### config.mk
export PLATFORM = sky130hd
export DESIGN_NAME = alu32
export DESIGN_NICKNAME = d
export VERILOG_FILES = /design/src/rtl/alu32_pkg.sv /design/src/rtl/alu32_ctrl.sv /design/src/rtl/alu32_adder.sv /design/src/rtl/alu32_datapath.sv /design/src/rtl/alu32.sv
export SDC_FILE = /design/constraint.sdc
export NUM_CORES = 1
export LEC_CHECK = 0
export ABC_AREA = 1
export CORE_MARGIN = 2
export CORE_UTILIZATION = 60
export DETAILED_ROUTE_END_ITERATION = 8
export DONT_BUFFER_PORTS = 1
export MAX_ROUTING_LAYER = met4
export PLACE_DENSITY = 0.79
export SLEW_MARGIN = 10
export SYNTH_ARGS = -nofsm -noshare
export SYNTH_HDL_FRONTEND = slang
export SYNTH_SLANG_ARGS = --single-unit
### constraint.sdc
create_clock -name vclk -period 5.75
set_input_delay 0.2875 -clock vclk [all_inputs]
set_output_delay 0.2875 -clock vclk [all_outputs]
set_load 0.05 [all_outputs]
### src/rtl/alu32_pkg.sv
package alu32_pkg;

  localparam int OP_W = 3;

  typedef enum logic [OP_W-1:0] {
    OP_AND = 3'b000,
    OP_OR  = 3'b001,
    OP_ADD = 3'b010,
    OP_SUB = 3'b110,
    OP_SLT = 3'b111
  } aluOp_e;

  typedef enum logic [2:0] {
    RS_NONE = 3'd0,
    RS_AND  = 3'd1,
    RS_OR   = 3'd2,
    RS_SUM  = 3'd3,
    RS_SLT  = 3'd4
  } resSel_e;

  // Strobes from the decoder to the datapath
  typedef struct packed {
    logic    invertB;  // feed ~B and carry-in 1 to the adder
    logic    arithEn;  // report carry and overflow
    logic    valid;    // defined operation, zero flag meaningful
    resSel_e resSel;   // result source
  } aluCtrl_t;

endpackage

### src/rtl/alu32_ctrl.sv
module alu32_ctrl
  import alu32_pkg::*;
(
  input  logic [OP_W-1:0] opCode,
  output aluCtrl_t        ctrl
);

  always_comb begin
    ctrl = '{invertB: 1'b0, arithEn: 1'b0, valid: 1'b0, resSel: RS_NONE};
    case (opCode)
      OP_AND: begin
        ctrl.valid  = 1'b1;
        ctrl.resSel = RS_AND;
      end
      OP_OR: begin
        ctrl.valid  = 1'b1;
        ctrl.resSel = RS_OR;
      end
      OP_ADD: begin
        ctrl.valid   = 1'b1;
        ctrl.arithEn = 1'b1;
        ctrl.resSel  = RS_SUM;
      end
      OP_SUB: begin
        ctrl.valid   = 1'b1;
        ctrl.arithEn = 1'b1;
        ctrl.invertB = 1'b1;
        ctrl.resSel  = RS_SUM;
      end
      OP_SLT: begin
        ctrl.valid   = 1'b1;
        ctrl.invertB = 1'b1;
        ctrl.resSel  = RS_SLT;
      end
      default: ;
    endcase
  end

endmodule

### src/rtl/alu32_adder.sv
module alu32_adder #(
  parameter int WIDTH = 32,
  parameter int SEG_W = 8
) (
  input  logic [WIDTH-1:0] addA,
  input  logic [WIDTH-1:0] addB,
  input  logic             carryIn,
  output logic [WIDTH-1:0] sum,
  output logic             carryOut
);

  localparam int NSEG = WIDTH / SEG_W;

  logic [NSEG:0] segCarry;

  assign segCarry[0] = carryIn;

  for (genvar s = 0; s < NSEG; s++) begin : g_seg
    logic [SEG_W:0] segSum;
    assign segSum = {1'b0, addA[s*SEG_W +: SEG_W]}
                  + {1'b0, addB[s*SEG_W +: SEG_W]}
                  + {{SEG_W{1'b0}}, segCarry[s]};
    assign sum[s*SEG_W +: SEG_W] = segSum[SEG_W-1:0];
    assign segCarry[s+1]         = segSum[SEG_W];
  end

  assign carryOut = segCarry[NSEG];

endmodule

### src/rtl/alu32_datapath.sv
module alu32_datapath
  import alu32_pkg::*;
#(
  parameter int WIDTH = 32,
  parameter int SEG_W = 8
) (
  input  logic [WIDTH-1:0] opA,
  input  logic [WIDTH-1:0] opB,
  input  aluCtrl_t         ctrl,
  output logic [WIDTH-1:0] result,
  output logic             zeroFlag,
  output logic             carryFlag,
  output logic             overflowFlag
);

  localparam int MSB = WIDTH - 1;

  logic [WIDTH-1:0] bEff;
  logic [WIDTH-1:0] sum;
  logic             adderCarry;
  logic             signedOvf;
  logic             lessThan;

  assign bEff = ctrl.invertB ? ~opB : opB;

  alu32_adder #(.WIDTH(WIDTH), .SEG_W(SEG_W)) u_adder (
    .addA     (opA),
    .addB     (bEff),
    .carryIn  (ctrl.invertB),
    .sum      (sum),
    .carryOut (adderCarry)
  );

  // Equal effective input signs with a different result sign
  assign signedOvf = (opA[MSB] == bEff[MSB]) && (sum[MSB] != opA[MSB]);
  // True sign of A - B: sign of difference corrected by overflow
  assign lessThan  = sum[MSB] ^ signedOvf;

  always_comb begin
    case (ctrl.resSel)
      RS_AND:  result = opA & opB;
      RS_OR:   result = opA | opB;
      RS_SUM:  result = sum;
      RS_SLT:  result = {{(WIDTH-1){1'b0}}, lessThan};
      default: result = '0;
    endcase
  end

  assign zeroFlag     = ctrl.valid && (result == '0);
  assign carryFlag    = ctrl.arithEn && adderCarry;
  assign overflowFlag = ctrl.arithEn && signedOvf;

endmodule

### src/rtl/alu32.sv
module alu32
  import alu32_pkg::*;
#(
  parameter int WIDTH = 32,
  parameter int SEG_W = 8
) (
  input  logic [WIDTH-1:0] opA,
  input  logic [WIDTH-1:0] opB,
  input  logic [2:0]       opCode,
  output logic [WIDTH-1:0] result,
  output logic             zeroFlag,
  output logic             carryFlag,
  output logic             overflowFlag
);

  aluCtrl_t ctrl;

  alu32_ctrl u_ctrl (
    .opCode (opCode),
    .ctrl   (ctrl)
  );

  alu32_datapath #(.WIDTH(WIDTH), .SEG_W(SEG_W)) u_dp (
    .opA          (opA),
    .opB          (opB),
    .ctrl         (ctrl),
    .result       (result),
    .zeroFlag     (zeroFlag),
    .carryFlag    (carryFlag),
    .overflowFlag (overflowFlag)
  );

endmodule

==> metrics.cfg <==
[cells_and_area]
n_sequential_cell=0
drive_gt1_share_pct=20.6
seq_area_um2=0
multi_input_area_mm2=0.00269
n_clock_buffer=0
final_common_cell=nand2_1
fin_util_pct=82.6
antenna_cells=0
fin_nets=689
post-route-cell-area_mm2=0.00367
stdcell_count=635
fill_cells=299
syn_to_final_growth_pct=30.6
layout_common_cells=nand2_1, inv_1, nor2_1, nand3_1, buf_4

[timing]
rsz0062_at_grt=true
setup_viol=6
period_share_pct=109
layout_setup_ws_ps=-515
hold_violations=0
fmax_ghz=0.160
worst_pin_slew_ps=1110
slew_headroom_pct=25.6
finalMaxSlewViolations=0
finalCriticalPeriod_ps=6270

[floorplan]
die_h_um=72.5
coreArea_mm2=0.00444
dieArea_mm2=0.00525
die_width_um=72.5
start_util_pct=63.3
rows=24
io_pins=102

[placement]
postPlaceCellArea_mm2=0.00333
place.gp.congestion=0.993
place_hpwl_mm=7.30
dp_cells=623
port_buffers=0
pre_cts_slack_ps=-523

[drt]
drt_pass1_iterations=6
ant_nets=0
wl_mm=10.2
wl_per_cell_um=16.1
initialDrtViolationCount=395
drc=0
vias=3864
viasPerCell=6.09

[worst_setup_path]
slowest_delay_ps=400
worstPathRequired_ps=5460
crit_type=in -> out
path_max_fanout=6
cp-start-kind=primary input
crit_arrival_ps=5980
endpoint_kind=output port
cp_common_cell=fa_2
cpMaxStageDelayCell=fa_2

[logic_synthesis]
yosysUniqueCellTypes=23
yosysTopAreaCell=nand2_1
syn_inst=533
synth_area_mm2=0.00281
synth_area_leaders=nand2_1, ha_1, inv_1
yosysTopAreaCellShare_pct=18.0
synth_area_per_cell_um2=5.28
ys_seq_area_share_pct=0
ys_warn_count=0
syn_nets=637

[outcome]
outcome=finished with violations
violations=negative setup slack

[global_routing]
grt_pass1_vias=3554
grt_overflow=0
grt_pass1_wl_mm=15.2
grt_max_degree=24
track_usage_pct=36.7
antenna_found_initial=0

[power]
p_switching_mw=0.374
peakVddDrop_mv=0.0979
netSwitchingFraction_pct=63.3
p_total_mw=0.591
p_seq_share_pct=0
clockPowerShare_pct=0
comb_power_share_pct=100.0
p_per_area_mw_per_mm2=161
leakage_nw=2.07
internal-power_mw=0.217

[hold_path]
whs_endpoint=result[30]
min_path_cells=3
hold_start=opB[30]
min_path_type=in -> out

[job]
cap_violations=0

[clock_tree]
ctsHoldBuffers=0

==> area by class of cell <==
| class | instances | area share [%] |
|---|---|---|
| multi-input combinational | 435 | 73.3 |
| timing repair buffer | 61 | 16.0 |
| inverter | 87 | 8.96 |
| tap | 52 | 1.77 |
==> worst max-delay path: cells and delay by family <==
kind                     cells  cell delay, ps
AO/OA/AOI/OAI                6             710
adder cells (fa/ha/maj)      7            2550
XOR/XNOR                     1             120
buffers and inverters        5             450
AND/OR/NAND/NOR             19            1810
==> synth_stat cells (2+ instances only) <==
| library cell | number |
|---|---|
| nand2_1 | 135 |
| o21a_1 | 3 |
| o21bai_1 | 4 |
| nor2_1 | 77 |
| ha_1 | 30 |
| clkbuf_1 | 2 |
| fa_1 | 7 |
| nand3b_1 | 5 |
| inv_1 | 87 |
| o21ai_0 | 16 |
| nand4_1 | 15 |
| buf_2 | 7 |
| nor3_1 | 8 |
| a21oi_1 | 25 |
| nand3_1 | 62 |
| or2_2 | 3 |
| xnor2_1 | 17 |
| xor2_1 | 15 |
| a31oi_1 | 11 |
==> how the worst max path moves through the flow <==
stage	slack (ps)	endpoint	from	cells past startpoint
5_1_grt	-770	zeroFlag	opCode[2]	38
3_3_place_gp	-330	zeroFlag	opCode[2]	36
4_1_cts	-470	zeroFlag	opCode[2]	38
2_1_floorplan	-170	zeroFlag	opCode[2]	35
3_5_place_dp	-520	zeroFlag	opCode[2]	36
6_report	-520	zeroFlag	opCode[2]	38
==> power by group through the flow <==
stage,logic (mW),registers (mW),clock network [mW]
6_report,0.591,0,0
5_1_grt,0.637,0,0
4_1_cts,0.543,0,0
3_5_place_dp,0.509,0,0
3_3_place_gp,0.497,0,0
2_1_floorplan,0.378,0,0
==> metrics by stage <==
step	hold slack [ps]	TNS (ps)
finish	885	-1080
global route	918	-2890
CTS	887	-1720
detailed placement	906	-1710
global placement	902	-506
floorplan	819	-170
==> repair_timing <==
item | CTS | global route
resized for setup | 35 | 34
setup endpoints to repair | 9 | 12
buffers inserted | 10 | 7
pin swaps | 31 | 35
==> kinds of logic (layout without fill, tap and decap cells) <==
kind of cell	count (synthesis)	count (layout)	synth area share, %
and+or+nand+nor	306	306	46.3
AOI/OAI and AO/OA	60	60	11.9
buffers and inverters	98	148	13.5
adders and majority gates	37	37	18.3
xor gates and xnor gates	32	32	9.96
==> routing by layer <==
layer | up-vias | wire (um) | track usage (%)
met5 | - | 0 | -
met4 | 0 | 441 | 15.8
met3 | 58 | 1060 | 6.25
met2 | 276 | 5080 | 67.4
met1 | 1709 | 3610 | 38.3
li1 | 1821 | - | -
No activity file was read; power rests on OpenSTA's default activity.
